===== config.mk =====
export PLATFORM = sky130hd
export DESIGN_NAME = gpio_irq_ctrl
export DESIGN_NICKNAME = d
export VERILOG_FILES = /design/src/rtl/gpio_irq_pkg.sv /design/src/rtl/gpio_sync.sv /design/src/rtl/gpio_detect.sv /design/src/rtl/gpio_irq_ctrl.sv
export SDC_FILE = /design/constraint.sdc
export NUM_CORES = 1
export LEC_CHECK = 0
export ABC_AREA = 1
export ABC_CLOCK_PERIOD_IN_PS = 4000
export BUFFER_PORTS_ARGS = -buffer_cell sky130_fd_sc_hd__buf_2
export CAP_MARGIN = 20
export CORE_MARGIN = 2
export CORE_UTILIZATION = 30
export CTS_CLUSTER_SIZE = 30
export DETAILED_ROUTE_END_ITERATION = 16
export HOLD_SLACK_MARGIN = 0.1
export PLACE_DENSITY_LB_ADDON = 0.25
export SLEW_MARGIN = 20
export SYNTH_ARGS = -nofsm -noshare
export SYNTH_HDL_FRONTEND = slang
export SYNTH_SLANG_ARGS = --single-unit

===== constraint.sdc =====
create_clock -name clk -period 4 [get_ports clk]
set_input_delay 0.8 -clock clk [delete_from_list [all_inputs] [get_ports clk]]
set_output_delay 0.8 -clock clk [all_outputs]
set_load 0.005 [all_outputs]

===== src/rtl/gpio_irq_pkg.sv =====
package gpio_irq_pkg;

    localparam int ADDR_W = 4;
    localparam int DATA_W = 32;

    typedef enum logic [ADDR_W-1:0] {
        A_DIR   = 4'd0,
        A_VAL   = 4'd1,
        A_IEN   = 4'd2,
        A_IST   = 4'd3,
        A_IPEND = 4'd4,
        A_ICLR  = 4'd5,
        A_EDGE  = 4'd6,
        A_POL   = 4'd7,
        A_VER   = 4'd8,
        A_BOTH  = 4'd9
    } reg_addr_e;

    typedef enum logic [1:0] {
        TRIG_LEVEL,
        TRIG_EDGE,
        TRIG_ANY
    } trig_mode_e;

    localparam logic [DATA_W-1:0] VER_BASE    = 32'h1;
    localparam logic [DATA_W-1:0] VER_ANY_BIT = 32'h2;

endpackage


===== src/rtl/gpio_sync.sv =====
module gpio_sync #(
    parameter int W = 8
) (
    input  logic         clk,
    input  logic         rst_n,
    input  logic [W-1:0] d,
    output logic [W-1:0] q
);
    logic [W-1:0] meta_q;

    always_ff @(posedge clk or negedge rst_n) begin
        if (!rst_n) begin
            meta_q <= '0;
            q      <= '0;
        end else begin
            meta_q <= d;
            q      <= meta_q;
        end
    end
endmodule


===== src/rtl/gpio_detect.sv =====
module gpio_detect
    import gpio_irq_pkg::*;
(
    input  logic clk,
    input  logic rst_n,
    input  logic lvl,
    input  logic sel_edge,
    input  logic sel_pol,
    input  logic sel_any,
    input  logic clr,
    output logic stat
);
    logic       prev_q;
    logic       rise;
    logic       fall;
    logic       evt;
    trig_mode_e mode;

    assign rise = lvl & ~prev_q;
    assign fall = ~lvl & prev_q;

    always_comb begin
        if (sel_any)       mode = TRIG_ANY;
        else if (sel_edge) mode = TRIG_EDGE;
        else               mode = TRIG_LEVEL;
    end

    always_comb begin
        unique case (mode)
            TRIG_LEVEL: evt = sel_pol ? lvl : ~lvl;
            TRIG_EDGE:  evt = sel_pol ? rise : fall;
            TRIG_ANY:   evt = rise | fall;
            default:    evt = 1'b0;
        endcase
    end

    always_ff @(posedge clk or negedge rst_n) begin
        if (!rst_n) begin
            prev_q <= 1'b0;
            stat   <= 1'b0;
        end else begin
            prev_q <= lvl;
            stat   <= evt | (stat & ~clr);
        end
    end

    p_event_sets_r7: assert property (@(posedge clk) disable iff (!rst_n)
        evt |=> stat);
    p_clear_works_r6: assert property (@(posedge clk) disable iff (!rst_n)
        (clr && !evt) |=> !stat);
    p_status_holds_r6: assert property (@(posedge clk) disable iff (!rst_n)
        (stat && !clr) |=> stat);
endmodule


===== src/rtl/gpio_irq_ctrl.sv =====
module gpio_irq_ctrl
    import gpio_irq_pkg::*;
#(
    parameter int NPINS        = 24,
    parameter bit HAS_ANY_EDGE = 1'b1
) (
    input  logic              clk,
    input  logic              rst_n,
    input  logic [ADDR_W-1:0] bus_addr,
    input  logic              bus_wr,
    input  logic [DATA_W-1:0] bus_wdata,
    output logic [DATA_W-1:0] bus_rdata,
    input  logic [NPINS-1:0]  pin_in,
    output logic [NPINS-1:0]  pin_out,
    output logic [NPINS-1:0]  pin_oe,
    output logic              irq
);
    localparam logic [DATA_W-1:0] VERSION =
        HAS_ANY_EDGE ? (VER_BASE | VER_ANY_BIT) : VER_BASE;

    logic [NPINS-1:0] dir_q, val_q, ien_q, edge_q, pol_q, both_q;
    logic [NPINS-1:0] pin_s, stat, pend, clr_mask, wbits;
    logic             unused_wdata;

    assign wbits        = bus_wdata[NPINS-1:0];
    assign unused_wdata = ^bus_wdata;

    gpio_sync #(.W(NPINS)) u_sync (
        .clk  (clk),
        .rst_n(rst_n),
        .d    (pin_in),
        .q    (pin_s)
    );

    always_ff @(posedge clk or negedge rst_n) begin
        if (!rst_n) begin
            dir_q  <= '1;
            val_q  <= '0;
            ien_q  <= '0;
            edge_q <= '0;
            pol_q  <= '1;
        end else if (bus_wr) begin
            unique case (bus_addr)
                A_DIR:   dir_q  <= wbits;
                A_VAL:   val_q  <= wbits;
                A_IEN:   ien_q  <= wbits;
                A_EDGE:  edge_q <= wbits;
                A_POL:   pol_q  <= wbits;
                default: ;
            endcase
        end
    end

    generate
        if (HAS_ANY_EDGE) begin : g_any
            always_ff @(posedge clk or negedge rst_n) begin
                if (!rst_n)                         both_q <= '0;
                else if (bus_wr && bus_addr == A_BOTH) both_q <= wbits;
            end
        end else begin : g_no_any
            assign both_q = '0;
        end
    endgenerate

    assign clr_mask = (bus_wr && bus_addr == A_ICLR) ? wbits : '0;

    generate
        for (genvar i = 0; i < NPINS; i++) begin : g_pin
            gpio_detect u_det (
                .clk     (clk),
                .rst_n   (rst_n),
                .lvl     (pin_s[i]),
                .sel_edge(edge_q[i]),
                .sel_pol (pol_q[i]),
                .sel_any (both_q[i]),
                .clr     (clr_mask[i]),
                .stat    (stat[i])
            );
        end
    endgenerate

    assign pend    = stat & ien_q;
    assign pin_out = val_q;
    assign pin_oe  = ~dir_q;

    always_ff @(posedge clk or negedge rst_n) begin
        if (!rst_n) irq <= 1'b0;
        else        irq <= |pend;
    end

    always_comb begin
        unique case (bus_addr)
            A_DIR:   bus_rdata = DATA_W'(dir_q);
            A_VAL:   bus_rdata = DATA_W'((val_q & ~dir_q) | (pin_s & dir_q));
            A_IEN:   bus_rdata = DATA_W'(ien_q);
            A_IST:   bus_rdata = DATA_W'(stat);
            A_IPEND: bus_rdata = DATA_W'(pend);
            A_EDGE:  bus_rdata = DATA_W'(edge_q);
            A_POL:   bus_rdata = DATA_W'(pol_q);
            A_VER:   bus_rdata = VERSION;
            A_BOTH:  bus_rdata = DATA_W'(both_q);
            default: bus_rdata = '0;
        endcase
    end

    p_ien_stable_r9: assert property (@(posedge clk) disable iff (!rst_n)
        !(bus_wr && bus_addr == A_IEN) |=> $stable(ien_q));
    p_irq_off_r9: assert property (@(posedge clk) disable iff (!rst_n)
        (ien_q == '0) |=> !irq);
    p_oe_dir_r2: assert property (@(posedge clk) disable iff (!rst_n)
        (bus_wr && bus_addr == A_DIR) |=> (pin_oe == ~$past(wbits)));
    p_clear_only_r6: assert property (@(posedge clk) disable iff (!rst_n)
        (bus_wr && bus_addr != A_ICLR) |=> ((stat & $past(stat)) == $past(stat)));
endmodule


==> impl_metrics.csv, run 1 <==
group,metric,value,unit
timing,timing.final.crit_share,83.3,%
synth,ys_seq_elements,241,
drt,wirelength,35.5,mm
drt,firstDrtPassIters,5,
finish,final_common_cell,"nand2_1",
finish,fillers,4204,
critical_path,crit_path_end_kind,"output port",
power_and_ir_drop,power.internal,4.79,mW
floorplan,die_area,41700,sq um
placed_design,dpl_cell_area,13200,sq um
finish,final_cell_area,14100,sq um
synth,syn_inst,1502,
finish,final_nets,1743,
power_and_ir_drop,powerDensity,484,nW/um^2
synth,yosys.area.top_type,"dfrtp_1",
critical_path,crit_path_max_fanout,8,
clock_network,cts_setup_buffers,0,
power_and_ir_drop,sw_frac_of_total,29.9,%
power_and_ir_drop,cellLeakagePower,7.04,nW
power_and_ir_drop,power.switching,2.05,mW
critical_path,reg2reg_from,"u_sync.q[22]",
synth,ys_seq_area_share,50.7,%
floorplan,die_w,204,um
floorplan,core_area,39600,sq um
clock_network,cts_resized,0,
timing,tns,0,ps
drt,routedWlPerCell,16.3,um
global_routing,met1_usage,24.0,%
timing,clock.fmax,300,MHz
synth,synth_area_leaders,"dfrtp_1, nand2_1, dfstp_2",
run,maxCapViolCount,0,
clock_network,root_buffer,"clkbuf_16",
timing,drv_slew,0,
synth,synth-edff-count,0,
synth,ys.flop_type,"dfrtp_1",
floorplan,num_rows,73,
timing,slew_headroom,46.2,%
synth,avgSynthCellArea,8.00,sq um
floorplan,start_util,30.3,%
critical_path,startpoint,"bus_addr[1]",
power_and_ir_drop,max-vdd-ir-drop,0.298,mV
timing,period_needed,3330,ps
finish,layout-drive-gt1-share,17.8,%
timing,rsz0062_at_grt,"no",
global_routing,busiest_layer,"met2",
timing,hold_viol_final,0,
drt,vias,10078,
placed_design,port_buffers,127,
synth,synth.top_cell.area_share,40.2,%
clock_network,cts.sinks,241,
global_routing,grt_max_degree,99,
clock_network,clockBufferDepth,3,
drt,postRouteAntennaNets,0,
global_routing,grt_overflow,0,
drt,drt-vias-per-instance,4.63,
placed_design,dp_hpwl,23.8,mm
timing,holdWs,294,ps
synth,async_flop_share,100,%
floorplan,io_pins,144,
power_and_ir_drop,clockPowerShare,36.4,%
clock_network,clock_latency,570,ps
global_routing,grtUsageTotal,17.2,%
placed_design,gp_congestion,0.821,
global_routing,grt_pass1_wl,55.6,mm
critical_path,start_kind,"primary input",
clock_network,htree_levels,1,
critical_path,worstPathRequired,3200,ps
floorplan,die_y,204,um
power_and_ir_drop,pwr-share-comb,17.3,%
synth,ys.warnings.count,0,
finish,antenna_cells,0,
clock_network,cts_buffers,29,
critical_path,criticalPathCategory,"in -> out",
global_routing,grtUsageMet2,27.7,%
synth,synth_cell_types,26,
finish,layout-area-overhead-vs-synth,17.7,%
global_routing,grt_pass1_vias,9631,
synth,syn_area,12000,sq um
timing,tightestPinTransition,806,ps
clock_network,cts_tree,"built",
clock_network,clk_pin_slew,50,ps
timing,skew,19.7,ps
drt,drc,0,
status,status,"completed",
power_and_ir_drop,power_frac_seq,46.2,%
finish,final_cell_mix,"nand2_1, o21ai_0, dfrtp_1, inv_1, buf_2",
global_routing,grt_antenna_before_repair,0,
global_routing,grt_util_met3,2.55,%
clock_network,hold_buffers,0,
worst_hold_path,hold_class,"in -> async",
drt,dr.first_iter.drc_count,630,
critical_path,cp.arrival,2530,ps
timing,setup_violations,0,
[per-layer routing]
metal / wire length, um / share of wire (%) / up-vias
met5: 0 / 0 / -
met4: 726 / 2.0 / 0
met3: 1770 / 5.0 / 45
met2: 16100 / 45 / 241
met1: 16800 / 48 / 4785
li1: - / - / 5007
[cell families (layout without fill, tap and decap cells)]
| family | after synthesis | in the layout | synth area share, % |
|---|---|---|---|
| simple gates | 724 | 724 | 25.4 |
| flops | 241 | 241 | 50.7 |
| other cells | 1 | 8 | 0.0312 |
| compound gates | 248 | 248 | 10.4 |
| buf+inv | 240 | 385 | 8.49 |
| fa+ha+maj | 48 | 48 | 5.00 |
[power groups by stage]
stage	sequential [mW]	clock (mW)	combinational (mW)
2_1_floorplan	3.12	0	0.752
3_3_place_gp	3.19	0	1.18
3_5_place_dp	3.20	0	1.20
4_1_cts	3.16	2.57	1.21
5_1_grt	3.22	2.68	1.39
6_report	3.16	2.49	1.19
[Yosys cell counts (2+ instances only)]
master	n
nor2_1	66
dfstp_2	48
nand3b_1	3
a21oi_1	8
buf_2	17
clkbuf_1	19
inv_1	179
dfrtp_1	193
inv_2	2
nor2_2	4
buf_4	18
nand2_2	2
nand3_1	123
o21ai_1	22
nand2_1	472
or2_2	35
nor2_4	4
o21ai_0	217
nand4_1	13
ha_1	48
buf_6	4
[cell type report]
type	instances	area (sq um)	area share, %
clock buffer	43	848	6.00
clock inverter	10	53.8	0.381
inverter	181	679	4.81
multi-input combinational	1028	4940	35.0
sequential	241	6090	43.1
tap	525	657	4.65
timing repair buffer	151	863	6.11
[path summary, 6_finish.rpt]
check	endpoint	slack (ps)	depth (start not counted)
max in group asynchronous	dir_q[23]	2790	2
worst min-delay path	u_sync.q[14]	290	1
min in group clk	u_sync.meta_q[18]	340	1
worst max-delay path	bus_rdata[14]	670	7
worst max register to register	g_pin[22].u_det.stat	2730	5
worst min register to register	u_sync.q[10]	350	0
[worst max-delay path, stage by stage]
cell	delay (ps)
buf_2	140
nor2_1	400
nand2_1	510
o21ai_0	370
nor2_1	70
nand2_1	110
buf_2	130
[registers in the layout, summed over array words and instances (netlist names)]
register            count
ien_q                  24
g_pin.u_det.prev_q     24
both_q                 24
u_sync.meta_q          24
g_pin.u_det.stat       24
dir_q                  24
u_sync.q               24
edge_q                 24
irq                     1
pin_out                24
pol_q                  24
[metrics by stage]
step                total power, mW  worst slack [ps]  utilization (%)  cells
global placement               4.37               634             33.4   2126
floorplan                      3.87              1550                -   1509
CTS                            6.94               615             35.6   2179
global route                   7.29               546             35.7   2179
detailed placement             4.40               626             33.4   2126
finish                         6.84               668             35.7   2179
No activity file was read; power rests on OpenSTA's default activity.
==> run 2: changes to the inputs <==
--- a/config.mk
+++ b/config.mk
@@ -6,7 +6,7 @@
 export NUM_CORES = 1
 export LEC_CHECK = 0
 export ABC_AREA = 1
-export ABC_CLOCK_PERIOD_IN_PS = 4000
+export ABC_CLOCK_PERIOD_IN_PS = 3100
 export BUFFER_PORTS_ARGS = -buffer_cell sky130_fd_sc_hd__buf_2
 export CAP_MARGIN = 20
 export CORE_MARGIN = 2
==> constraint.sdc (replaced) <==
create_clock -name clk -period 3.1 [get_ports clk]
set_input_delay 0.62 -clock clk [delete_from_list [all_inputs] [get_ports clk]]
set_output_delay 0.62 -clock clk [all_outputs]
set_load 0.005 [all_outputs]
==> impl_metrics.csv, run 2 (synthesis results as in run 1) <==
group,metric,value,unit
status,status,"completed",
global_routing,grtUsageTotal,17.2,%
drt,drc,0,
floorplan,num_rows,73,
critical_path,path_buf_inv,3,
timing,setup_violations,0,
placed_design,gp_congestion,0.834,
power_and_ir_drop,power,8.97,mW
power_and_ir_drop,cellLeakagePower,7.11,nW
drt,routedWlPerCell,16.1,um
drt,vias,9997,
timing,drv_slew,0,
clock_network,clockBufferDepth,3,
clock_network,cts_tree,"built",
timing,slew_headroom,59.1,%
clock_network,cts_buffers,28,
finish,final_cell_mix,"nand2_1, o21ai_0, dfrtp_1, inv_1, buf_2",
critical_path,r2r_setup_slack,1840,ps
global_routing,grt_antenna_before_repair,0,
clock_network,clk_pin_slew,60,ps
global_routing,grt_max_degree,72,
drt,postRouteAntennaNets,0,
finish,layout-drive-gt1-share,18.3,%
timing,rsz0062_at_grt,"no",
critical_path,cp_slowest_cell,"nand2_1",
critical_path,slowest_delay,410,ps
timing,period_needed,2660,ps
timing,hold_viol_final,0,
power_and_ir_drop,max-vdd-ir-drop,0.380,mV
clock_network,cts_resized,0,
timing,skew,10.2,ps
power_and_ir_drop,powerDensity,627,nW/um^2
floorplan,io_pins,144,
critical_path,criticalPathCategory,"in -> out",
finish,final_nets,1759,
critical_path,crit_path_end_kind,"output port",
critical_path,crit_cells,8,
critical_path,worstPathRequired,2480,ps
clock_network,htree_levels,1,
drt,wirelength,35.2,mm
floorplan,start_util,30.3,%
timing,tightestPinTransition,612,ps
critical_path,cp.arrival,2040,ps
critical_path,path_cells,"buf_2, inv_1, nor2_4, nand2_1, o21ai_0, nor2_1, nand2_1, buf_2",
global_routing,grt_pass1_wl,55.4,mm
global_routing,grt_overflow,0,
floorplan,die_area,41700,sq um
clock_network,root_buffer,"clkbuf_16",
finish,layout-area-overhead-vs-synth,19.0,%
drt,drt-vias-per-instance,4.55,
critical_path,crit_path_max_fanout,7,
critical_path,cp_top_family,"simple AND/OR/NAND/NOR gates",
finish,final_common_cell,"nand2_1",
clock_network,clock_latency,560,ps
timing,clock.fmax,376,MHz
timing,timing.final.crit_share,85.9,%
floorplan,die_w,204,um
critical_path,reg2reg_depth,5,
critical_path,r2r-end,"g_pin[15].u_det.stat",
floorplan,die_y,204,um
global_routing,grt_pass1_vias,9611,
placed_design,port_buffers,127,
critical_path,critPathCapture,"bus_rdata[10]",
floorplan,core_area,39600,sq um
timing,tns,0,ps
clock_network,cts.sinks,241,
worst_hold_path,hold_class,"in -> reg",
critical_path,startpoint,"bus_addr[2]",
placed_design,dp_hpwl,24.6,mm
worst_hold_path,min_path_cells,1,
run,maxCapViolCount,0,
critical_path,reg2reg_from,"u_sync.q[15]",
drt,dr.first_iter.drc_count,710,
drt,firstDrtPassIters,5,
critical_path,start_kind,"primary input",
## run 2: cell types whose count changed in the layout (fill, tap and decap cells not counted), moves of 2 or more
cell	delta
clkinv_2	-5
bufinv_16	+2
buf_4	+16
clkbuf_1	+3
## run 2: stage by stage
stage / hold slack [ps] / utilization [%] / std cells / setup WS [ps] / area (sq um)
floorplan: 324 / - / 1509 / 1010 / 12000
global placement: 333 / 33.7 / 2142 / 464 / 13300
detailed placement: 335 / 33.7 / 2142 / 435 / 13300
CTS: 135 / 36.1 / 2195 / 431 / 14300
global route: 139 / 36.1 / 2195 / 267 / 14300
finish: 164 / 36.1 / 2196 / 439 / 14300
## run 2: area by class of cell
cell class | count | area, sq um
antenna | 1 | 2.50
clock buffer | 45 | 846
clock inverter | 7 | 87.6
fill | 4157 | 25300
inverter | 181 | 679
multi-input combinational | 1028 | 4940
sequential | 241 | 6090
tap | 525 | 657
timing repair buffer | 168 | 993
## run 2: worst min-delay path by stage
stage | slack (ps) | to | startpoint
2_1_floorplan | 320 | both_q[0] | rst_n
3_3_place_gp | 330 | u_sync.q[15] | u_sync.meta_q[15]
3_5_place_dp | 330 | u_sync.q[8] | u_sync.meta_q[8]
4_1_cts | 140 | u_sync.meta_q[8] | pin_in[8]
5_1_grt | 140 | u_sync.meta_q[18] | pin_in[18]
6_report | 160 | u_sync.meta_q[17] | pin_in[17]
## run 2: repair_timing
| action | in CTS | in global routing |
|---|---|---|
| hold buffers | 1 | 0 |
| hold endpoints to repair | 35 | 0 |
| setup buffers | 0 | 0 |
## run 2: report_power, final
group	total, mW	internal, mW	switching, mW	leakage, nW
registers	4.08	3.70	0.378	2.76
clock network	3.36	2.02	1.33	0.456
logic	1.54	0.609	0.926	3.89
## run 2: worst register-to-register path, stage by stage (launching register included)
cell     delay, ps
dfrtp_1        460
ha_1           310
or2_2          290
nand2_1         60
nor2_1          40
nand2_1         50
## run 2: per-layer routing
layer  track usage (%)  vias to the layer above  part of all wire (%)
met1              24.1                     4689                    47
met4              4.35                        0                   1.9
li1                  -                     5035                     -
met5                 0                        -                     0
met3              3.08                       49                   5.4
met2              27.4                      224                    45
